File: config.mk
export PLATFORM = sky130hd
export DESIGN_NAME = cke_power_fsm
export DESIGN_NICKNAME = d
export VERILOG_FILES = /design/src/rtl/cke_pwr_pkg.sv /design/src/rtl/cke_edge_sampler.sv /design/src/rtl/cke_exit_timer.sv /design/src/rtl/cke_action_decode.sv /design/src/rtl/cke_power_fsm.sv
export SDC_FILE = /design/constraint.sdc
export NUM_CORES = 1
export LEC_CHECK = 0
export BUFFER_PORTS_ARGS = -buffer_cell sky130_fd_sc_hd__buf_4
export CAP_MARGIN = 0
export CORE_MARGIN = 4
export CORE_UTILIZATION = 50
export DETAILED_ROUTE_END_ITERATION = 16
export GPL_ROUTABILITY_DRIVEN = 0
export PLACE_DENSITY = 0.8
export SLEW_MARGIN = 20
export SYNTH_ARGS = -nofsm -noshare
export SYNTH_HDL_FRONTEND = slang
export SYNTH_SLANG_ARGS = --single-unit
File: constraint.sdc
create_clock -name clk -period 2.1 [get_ports clk]
set_clock_uncertainty 0.15 [all_clocks]
set_input_delay 0 -clock clk [delete_from_list [all_inputs] [get_ports clk]]
set_output_delay 0 -clock clk [all_outputs]
set_load 0.01 [all_outputs]
File: src/rtl/cke_pwr_pkg.sv
package cke_pwr_pkg;

  typedef enum logic [1:0] {
    LP_NONE = 2'd0,
    LP_SREF = 2'd1,
    LP_PDN  = 2'd2
  } lp_e;

  typedef enum logic [2:0] {
    ACT_MAINTAIN   = 3'd0,
    ACT_ENTER_SREF = 3'd1,
    ACT_ENTER_PDN  = 3'd2,
    ACT_EXIT       = 3'd3,
    ACT_PASS       = 3'd4,
    ACT_ILLEGAL    = 3'd5,
    ACT_INVALID    = 3'd6
  } act_e;

  localparam logic [1:0] ST_SREF   = 2'd0;
  localparam logic [1:0] ST_PDN    = 2'd1;
  localparam logic [1:0] ST_IDLE   = 2'd2;
  localparam logic [1:0] ST_ACTIVE = 2'd3;

  // deselect, or a no-operation with the chip selected
  function automatic logic cmd_quiet(input logic cs_n, input logic ras_n,
                                     input logic cas_n, input logic we_n);
    return cs_n | (ras_n & cas_n & we_n);
  endfunction

  function automatic logic cmd_autoref(input logic cs_n, input logic ras_n,
                                       input logic cas_n, input logic we_n);
    return ~cs_n & ~ras_n & ~cas_n & we_n;
  endfunction

  function automatic logic [1:0] state_code(input lp_e lp, input logic idle);
    case (lp)
      LP_SREF: return ST_SREF;
      LP_PDN:  return ST_PDN;
      default: return idle ? ST_IDLE : ST_ACTIVE;
    endcase
  endfunction

endpackage

File: src/rtl/cke_edge_sampler.sv
module cke_edge_sampler (
  input  logic clk,
  input  logic rst_n,
  input  logic cke,
  output logic cke_prev
);
  always_ff @(posedge clk) begin
    if (!rst_n) cke_prev <= 1'b0;
    else        cke_prev <= cke;
  end
endmodule

File: src/rtl/cke_exit_timer.sv
module cke_exit_timer #(
  parameter int SRX_CYC = 8,
  parameter int PDX_CYC = 3
) (
  input  logic clk,
  input  logic rst_n,
  input  logic load,
  input  logic from_sref,
  output logic busy
);
  localparam int MAXC = (SRX_CYC > PDX_CYC) ? SRX_CYC : PDX_CYC;
  localparam int CW   = (MAXC < 1) ? 1 : $clog2(MAXC + 1);
  localparam logic [CW-1:0] SRX_LD = CW'(SRX_CYC);
  localparam logic [CW-1:0] PDX_LD = CW'(PDX_CYC);

  logic [CW-1:0] cnt_q;

  always_ff @(posedge clk) begin
    if (!rst_n)               cnt_q <= '0;
    else if (load)            cnt_q <= from_sref ? SRX_LD : PDX_LD;
    else if (cnt_q != '0)     cnt_q <= cnt_q - CW'(1);
  end

  assign busy = (cnt_q != '0);
endmodule

File: src/rtl/cke_action_decode.sv
module cke_action_decode
  import cke_pwr_pkg::*;
(
  input  lp_e  lp,
  input  logic cke_prev,
  input  logic cke,
  input  logic quiet,
  input  logic autoref,
  input  logic banks_idle,
  input  logic busy,
  output act_e act
);
  always_comb begin
    act = ACT_INVALID;
    if (lp != LP_NONE) begin
      if (cke_prev)      act = ACT_INVALID;
      else if (!cke)     act = ACT_MAINTAIN;
      else if (quiet)    act = ACT_EXIT;
      else               act = ACT_ILLEGAL;
    end else if (!cke_prev) begin
      act = ACT_INVALID;
    end else if (busy) begin
      act = (cke && quiet) ? ACT_MAINTAIN : ACT_ILLEGAL;
    end else if (cke) begin
      act = ACT_PASS;
    end else if (autoref) begin
      act = banks_idle ? ACT_ENTER_SREF : ACT_ILLEGAL;
    end else if (quiet) begin
      act = ACT_ENTER_PDN;
    end else begin
      act = ACT_ILLEGAL;
    end
  end
endmodule

File: src/rtl/cke_power_fsm.sv
module cke_power_fsm
  import cke_pwr_pkg::*;
#(
  parameter int SRX_CYC = 8,
  parameter int PDX_CYC = 3
) (
  input  logic       clk,
  input  logic       rst_n,
  input  logic       cke,
  input  logic       cs_n,
  input  logic       ras_n,
  input  logic       cas_n,
  input  logic       we_n,
  input  logic       banks_idle,
  input  logic       err_clr,
  output logic [2:0] action,
  output logic [1:0] state,
  output logic       exit_busy,
  output logic       err_sticky
);
  lp_e  lp_q, lp_d;
  act_e act_d, act_q;
  logic cke_prev;
  logic quiet, autoref;
  logic err_q;

  // named events for the checker
  logic ev_enter_sref, ev_enter_pdn, ev_exit, ev_illegal;

  assign quiet   = cmd_quiet(cs_n, ras_n, cas_n, we_n);
  assign autoref = cmd_autoref(cs_n, ras_n, cas_n, we_n);

  cke_edge_sampler u_smp (
    .clk      (clk),
    .rst_n    (rst_n),
    .cke      (cke),
    .cke_prev (cke_prev)
  );

  cke_action_decode u_dec (
    .lp         (lp_q),
    .cke_prev   (cke_prev),
    .cke        (cke),
    .quiet      (quiet),
    .autoref    (autoref),
    .banks_idle (banks_idle),
    .busy       (exit_busy),
    .act        (act_d)
  );

  assign ev_enter_sref = (act_d == ACT_ENTER_SREF);
  assign ev_enter_pdn  = (act_d == ACT_ENTER_PDN);
  assign ev_exit       = (act_d == ACT_EXIT);
  assign ev_illegal    = (act_d == ACT_ILLEGAL);

  cke_exit_timer #(
    .SRX_CYC (SRX_CYC),
    .PDX_CYC (PDX_CYC)
  ) u_tmr (
    .clk       (clk),
    .rst_n     (rst_n),
    .load      (ev_exit),
    .from_sref (lp_q == LP_SREF),
    .busy      (exit_busy)
  );

  always_comb begin
    lp_d = lp_q;
    if (ev_enter_sref)     lp_d = LP_SREF;
    else if (ev_enter_pdn) lp_d = LP_PDN;
    else if (ev_exit)      lp_d = LP_NONE;
  end

  always_ff @(posedge clk) begin
    if (!rst_n) begin
      lp_q  <= LP_NONE;
      act_q <= ACT_MAINTAIN;
      err_q <= 1'b0;
    end else begin
      lp_q  <= lp_d;
      act_q <= act_d;
      if (ev_illegal)   err_q <= 1'b1;
      else if (err_clr) err_q <= 1'b0;
    end
  end

  assign action     = act_q;
  assign state      = state_code(lp_q, banks_idle);
  assign err_sticky = err_q;
endmodule

==> results.sh, run 1 <==
export IMPL_wl_per_cell_um=13.9
export IMPL_cts_tree="done"
export IMPL_nets=110
export IMPL_maxCapViolCount=0
export IMPL_crit_path_max_fanout=7
export IMPL_core_area_sq_mm=0.00117
export IMPL_setup_violations=0
export IMPL_min_path_type="input pin to output pin"
export IMPL_overflow=0
export IMPL_post_route_period_util=0.939
export IMPL_slew_violations=0
export IMPL_slew_headroom=0.761
export IMPL_drt_iter0_drc=13
export IMPL_cp_end_kind="flip-flop"
export IMPL_status="finished, final reports clean"
export IMPL_yosysUniqueCellTypes=33
export IMPL_hpwlAfterDp_um=1040
export IMPL_firstDrtPassIters=4
export IMPL_drive_gt1_frac=0.326
export IMPL_max_stage_delay_ns=0.38
export IMPL_layout_min_cycle_time_ns=1.97
export IMPL_syn_avg_cell_area_sq_um=9.22
export IMPL_grt_pass1_wl_um=2570
export IMPL_setup_slack_ns=0.128
export IMPL_setup_tns_ns=0
export IMPL_synth_net_count=85
export IMPL_dp_cells=99
export IMPL_start_kind="flip-flop"
export IMPL_cp_required_ns=2.11
export IMPL_ir_drop_v=0.000758
export IMPL_synth_seq_cells=11
export IMPL_floorplan_rows=12
export IMPL_worstSetupPathType="flip-flop to flip-flop"
export IMPL_cts_made_buffers=3
export IMPL_arrival_ns=1.98
export IMPL_antenna_found_initial=0
export IMPL_vias=608
export IMPL_ant_nets=0
export IMPL_htreeDepth=1
export IMPL_io_pins=16
export IMPL_n_antenna_cell=0
export IMPL_floorplan_initialDensity=0.559
export IMPL_fmax_ghz=0.507
export IMPL_dp_slack_ns=0.111
export IMPL_clock_sinks=11
export IMPL_synth_top_cell_area_share=0.337
export IMPL_vias_per_cell=5.58
export IMPL_grt_pass1_vias=600
export IMPL_reg2regPathDepth=7
export IMPL_instances_no_fill=109
export IMPL_cp_slowest_cell="dfxtp_1"
export IMPL_yosys_warnings=0
export IMPL_die_y_um=44.2
export IMPL_clkLatencyLatePin_ns=0.27
export IMPL_synth_top_area_cell="dfxtp_1"
export IMPL_p_leak_uw=0.000390
export IMPL_die_area_sq_mm=0.00195
export IMPL_cts_buffer_depth=2
export IMPL_wl_um=1520
export IMPL_fp_dieW_um=44.2
export IMPL_grt_usage=0.178
export IMPL_grt_max_degree=12
export IMPL_synth_area_leaders="dfxtp_1 (34%), ha_1 (9.6%), a21boi_0 (3.4%)"
export IMPL_syn_inst=71
export IMPL_clockRootBuffer="clkbuf_4"
export IMPL_finalHoldViolCount=0
export IMPL_power_density_mw_per_mm2=1350
export IMPL_whs_path_depth=3
export IMPL_yosysSeqAreaShare=0.337
export IMPL_syn_to_final_growth_pct=33.7
export IMPL_worst_pin_slew_ns=0.356
export IMPL_drc=0
export IMPL_port_buffers=15
export IMPL_clk_pin_slew_ns=0.07
export IMPL_syn_area_sq_um=654
export IMPL_worstPathCellList="inv_1 > ha_1 > and3b_1 > o311a_2 > a211oi_4 > nor2b_1 > o221a_1"
[metal layers]
metal,GRT usage,vias to the layer above,share of wire
li1,-,299,-
met1,0.208,277,0.45
met2,0.294,28,0.46
met4,0.0663,0,0.020
met3,0.0691,4,0.075
met5,0,-,0
[metrics by stage]
step                 util  total power (uW)  hold slack, ns  cell area [sq um]
finish              0.747              1180           0.128                875
floorplan               -               774         -0.0365                654
global placement    0.670               935           0.128                785
detailed placement  0.670               956           0.134                785
global route        0.747              1270           0.167                875
CTS                 0.726              1110           0.134                851
[final cells by class]
class | count | area [sq um]
Inverter | 6 | 22.5
Multi-Input combinational cell | 52 | 413
Sequential cell | 11 | 220
Timing Repair Buffer | 22 | 175
Fill cell | 96 | 297
Tap cell | 14 | 17.5
Clock buffer | 4 | 26.3
[sequential cells by signal, indices dropped and copies added, names as in the netlist]
name	count
u_smp.cke_prev	1
lp_q	2
err_sticky	1
u_tmr.cnt_q	4
action	3
[timing repair]
action                                  CTS  global route
hold buffers                              4             0
setup buffers                             0             2
resized for setup                         0             2
endpoints found under the setup margin    0             2
endpoints found under the hold margin    11             0
[power breakdown]
group	leakage (uW)	internal (uW)	switching, uW
Sequential	0.0000909	279	58.7
Clock	0.0000150	73.5	71.1
Combinational	0.000284	362	333
[worst max-delay path, delay by kind of cell, from the launching register on]
family	cells	cell delay, ns
adder cells (fa/ha/maj)	1	0.28
flip-flops	1	0.38
AND/OR/NAND/NOR	2	0.34
buffers and inverters	1	0.09
AO/OA/AOI/OAI	3	0.64
[layout by cell type, fill, tap and decap left out, types with 2 or more instances in the layout]
cell / synthesis / layout
and2_1: 3 / 3
nand3_1: 2 / 2
o21ai_0: 2 / 2
nand2_1: 6 / 6
dfxtp_1: 11 / 11
dlygate4sd3_1: 0 / 4
and3_1: 2 / 2
nor3_1: 3 / 3
a21oi_1: 2 / 2
inv_1: 6 / 6
clkbuf_4: 0 / 3
ha_1: 5 / 5
nor2b_1: 3 / 3
buf_4: 0 / 18
and3b_1: 2 / 2
a21boi_0: 3 / 3
[final timing paths]
kind / startpoint / end / slack (ns)
min: banks_idle / state[0] / 0.13
max reg2reg: lp_q[1] / lp_q[1] / 0.13
min reg2reg: lp_q[1] / lp_q[1] / 0.45
max: lp_q[1] / lp_q[1] / 0.13
[cell families after synthesis]
group                    after synthesis  share of synthesized area
buffers and inverters                  8                     0.0459
AO/OA/AOI/OAI                         16                      0.212
XOR/XNOR                               2                     0.0268
AND/OR/NAND/NOR                       29                      0.283
flip-flops                            11                      0.337
adder cells (fa/ha/maj)                5                     0.0956
[cell usage after synthesis]
master    number
dfxtp_1       11
inv_1          6
nand2_1        6
ha_1           5
a21boi_0       3
and2_1         3
nor2b_1        3
nor3_1         3
a21oi_1        2
and3_1         2
and3b_1        2
clkbuf_1       2
nand3_1        2
o21ai_0        2
a211oi_4       1
a221o_1        1
a221oi_1       1
a31o_2         1
a31oi_1        1
and2_2         1
and4_1         1
nand3b_1       1
nor2_1         1
nor3b_4        1
nor4bb_1       1
o211ai_1       1
o221a_1        1
o22ai_2        1
o311a_2        1
or2_2          1
or3_2          1
xnor2_1        1
xor2_1         1
Power figures use the tool's default switching activity.
==> run 2, diff against run 1 <==
--- a/config.mk
+++ b/config.mk
@@ -11,6 +11,7 @@
 export CORE_UTILIZATION = 50
 export DETAILED_ROUTE_END_ITERATION = 16
 export GPL_ROUTABILITY_DRIVEN = 0
+export MAX_ROUTING_LAYER = met4
 export PLACE_DENSITY = 0.8
 export SLEW_MARGIN = 20
 export SYNTH_ARGS = -nofsm -noshare
==> constraint.sdc (replaced) <==
create_clock -name clk -period 2.1 [get_ports clk]
set_clock_uncertainty 0.15 [all_clocks]
set_input_delay 0 -clock clk [delete_from_list [all_inputs] [get_ports clk]]
set_output_delay 0 -clock clk [all_outputs]
set_load 0.02 [all_outputs]
==> results.sh, run 2 (synthesis gave the netlist of run 1 again) <==
export IMPL_n_fill_cell=96
export IMPL_critPathLaunch="lp_q[1]"
export IMPL_io_pins=16
export IMPL_max_stage_delay_ns=0.38
export IMPL_cts_buffer_depth=2
export IMPL_clockRootBuffer="clkbuf_4"
export IMPL_min_path_type="input pin to output pin"
export IMPL_arrival_ns=1.98
export IMPL_finalHoldViolCount=0
export IMPL_slew_violations=0
export IMPL_grt_usage=0.184
export IMPL_clk_pin_slew_ns=0.07
export IMPL_wl_per_cell_um=13.9
export IMPL_floorplan_rows=12
export IMPL_grt_max_degree=12
export IMPL_ant_nets=0
export IMPL_vias=608
export IMPL_fmax_ghz=0.507
export IMPL_grt_pass1_wl_um=2570
export IMPL_p_leak_uw=0.000390
export IMPL_cp_slowest_cell="dfxtp_1"
export IMPL_antenna_found_initial=0
export IMPL_utilization=0.747
export IMPL_min_from="banks_idle"
export IMPL_drt_iter0_drc=13
export IMPL_crit_path_max_fanout=7
export IMPL_wl_um=1520
export IMPL_nets=110
export IMPL_start_kind="flip-flop"
export IMPL_syn_to_final_growth_pct=33.7
export IMPL_layout_common_cells="buf_4 (18), dfxtp_1 (11), inv_1 (6), nand2_1 (6), ha_1 (5)"
export IMPL_cp_required_ns=2.11
export IMPL_htreeDepth=1
export IMPL_setup_tns_ns=0
export IMPL_drc=0
export IMPL_worstSetupPathType="flip-flop to flip-flop"
export IMPL_ff_latch_area_sq_um=220
export IMPL_final_common_cell="buf_4"
export IMPL_cp_end_kind="flip-flop"
export IMPL_hpwlAfterDp_um=1040
export IMPL_largest_reg_flops=4
export IMPL_drive_gt1_frac=0.326
export IMPL_slew_headroom=0.761
export IMPL_n_antenna_cell=0
export IMPL_vias_per_cell=5.58
export IMPL_cts_tree="done"
export IMPL_setup_violations=0
export IMPL_grt_pass1_vias=601
export IMPL_ir_drop_v=0.000764
export IMPL_path_delay_family="compound AO/OA/AOI/OAI gates"
export IMPL_firstDrtPassIters=4
export IMPL_power_density_mw_per_mm2=1400
export IMPL_floorplan_initialDensity=0.559
export IMPL_r2r_start="lp_q[1]"
export IMPL_overflow=0
export IMPL_clock_sinks=11
export IMPL_critPathBufInv=1
export IMPL_layout_min_cycle_time_ns=1.97
export IMPL_multi_input_area_sq_um=413
export IMPL_worst_pin_slew_ns=0.356
export IMPL_core_area_sq_mm=0.00117
export IMPL_maxCapViolCount=0
export IMPL_die_y_um=44.2
export IMPL_port_buffers=15
export IMPL_clkLatencyLatePin_ns=0.27
export IMPL_die_area_sq_mm=0.00195
export IMPL_fp_dieW_um=44.2
export IMPL_cts_made_buffers=3
export IMPL_status="finished, final reports clean"
export IMPL_post_route_period_util=0.939
export IMPL_top_register="u_tmr.cnt_q"
export IMPL_worstPathCellList="inv_1 > ha_1 > and3b_1 > o311a_2 > a211oi_4 > nor2b_1 > o221a_1"
## run 2: cell counts in the layout (fill, tap and decap cells not counted)
Identical to the previous run, type by type.
## run 2: power by group
| part | switching, uW | total (uW) | internal, uW |
|---|---|---|---|
| clock network | 71.2 | 145 | 73.5 |
| registers | 58.7 | 338 | 279 |
| logic | 375 | 739 | 364 |
## run 2: worst paths after layout
| path | slack [ns] | end | cells after the start |
|---|---|---|---|
| worst max-delay path | 0.13 | lp_q[1] | 7 |
| worst min-delay path | 0.14 | state[0] | 3 |
| worst max register to register | 0.13 | lp_q[1] | 7 |
| worst min register to register | 0.45 | lp_q[1] | 1 |
## run 2: metrics by stage
| step | area, sq um | total power [uW] | std cells | setup WS, ns | hold slack, ns |
|---|---|---|---|---|---|
| 2_1_floorplan | 654 | 816 | 71 | 0.274 | 0.0140 |
| 3_3_place_gp | 785 | 979 | 99 | 0.199 | 0.128 |
| 3_5_place_dp | 785 | 1000 | 99 | 0.111 | 0.139 |
| 4_1_cts | 851 | 1160 | 107 | 0.0881 | 0.148 |
| 5_1_grt | 875 | 1310 | 109 | -0.0164 | 0.169 |
| 6_report | 875 | 1220 | 109 | 0.127 | 0.142 |
## run 2: layer usage
layer  GRT usage  routed length (um)  vias to the layer above
met4      0.0663                  31                        0
li1            -                   -                      299
met2       0.294                 694                       28
met1       0.208                 677                      277
met3      0.0691                 114                        4
met5           -                   0                        -
## run 2: what timing repair did
action | 4_1_cts | 5_1_grt
setup endpoints to repair | 0 | 2
endpoints found under the hold margin | 11 | 0
hold buffers | 4 | 0
setup buffers | 0 | 2
gates resized for setup | 0 | 2
## run 2: cell type report
type,instances,share of cell area
multi-input combinational,52,0.472
sequential,11,0.252
timing repair buffer,22,0.200
clock buffer,4,0.0300
inverter,6,0.0258
tap,14,0.0200
## run 2: worst min-delay path: stages
cell	delay, ns
buf_4	0.08
o21ai_0	0.06
buf_4	0.15
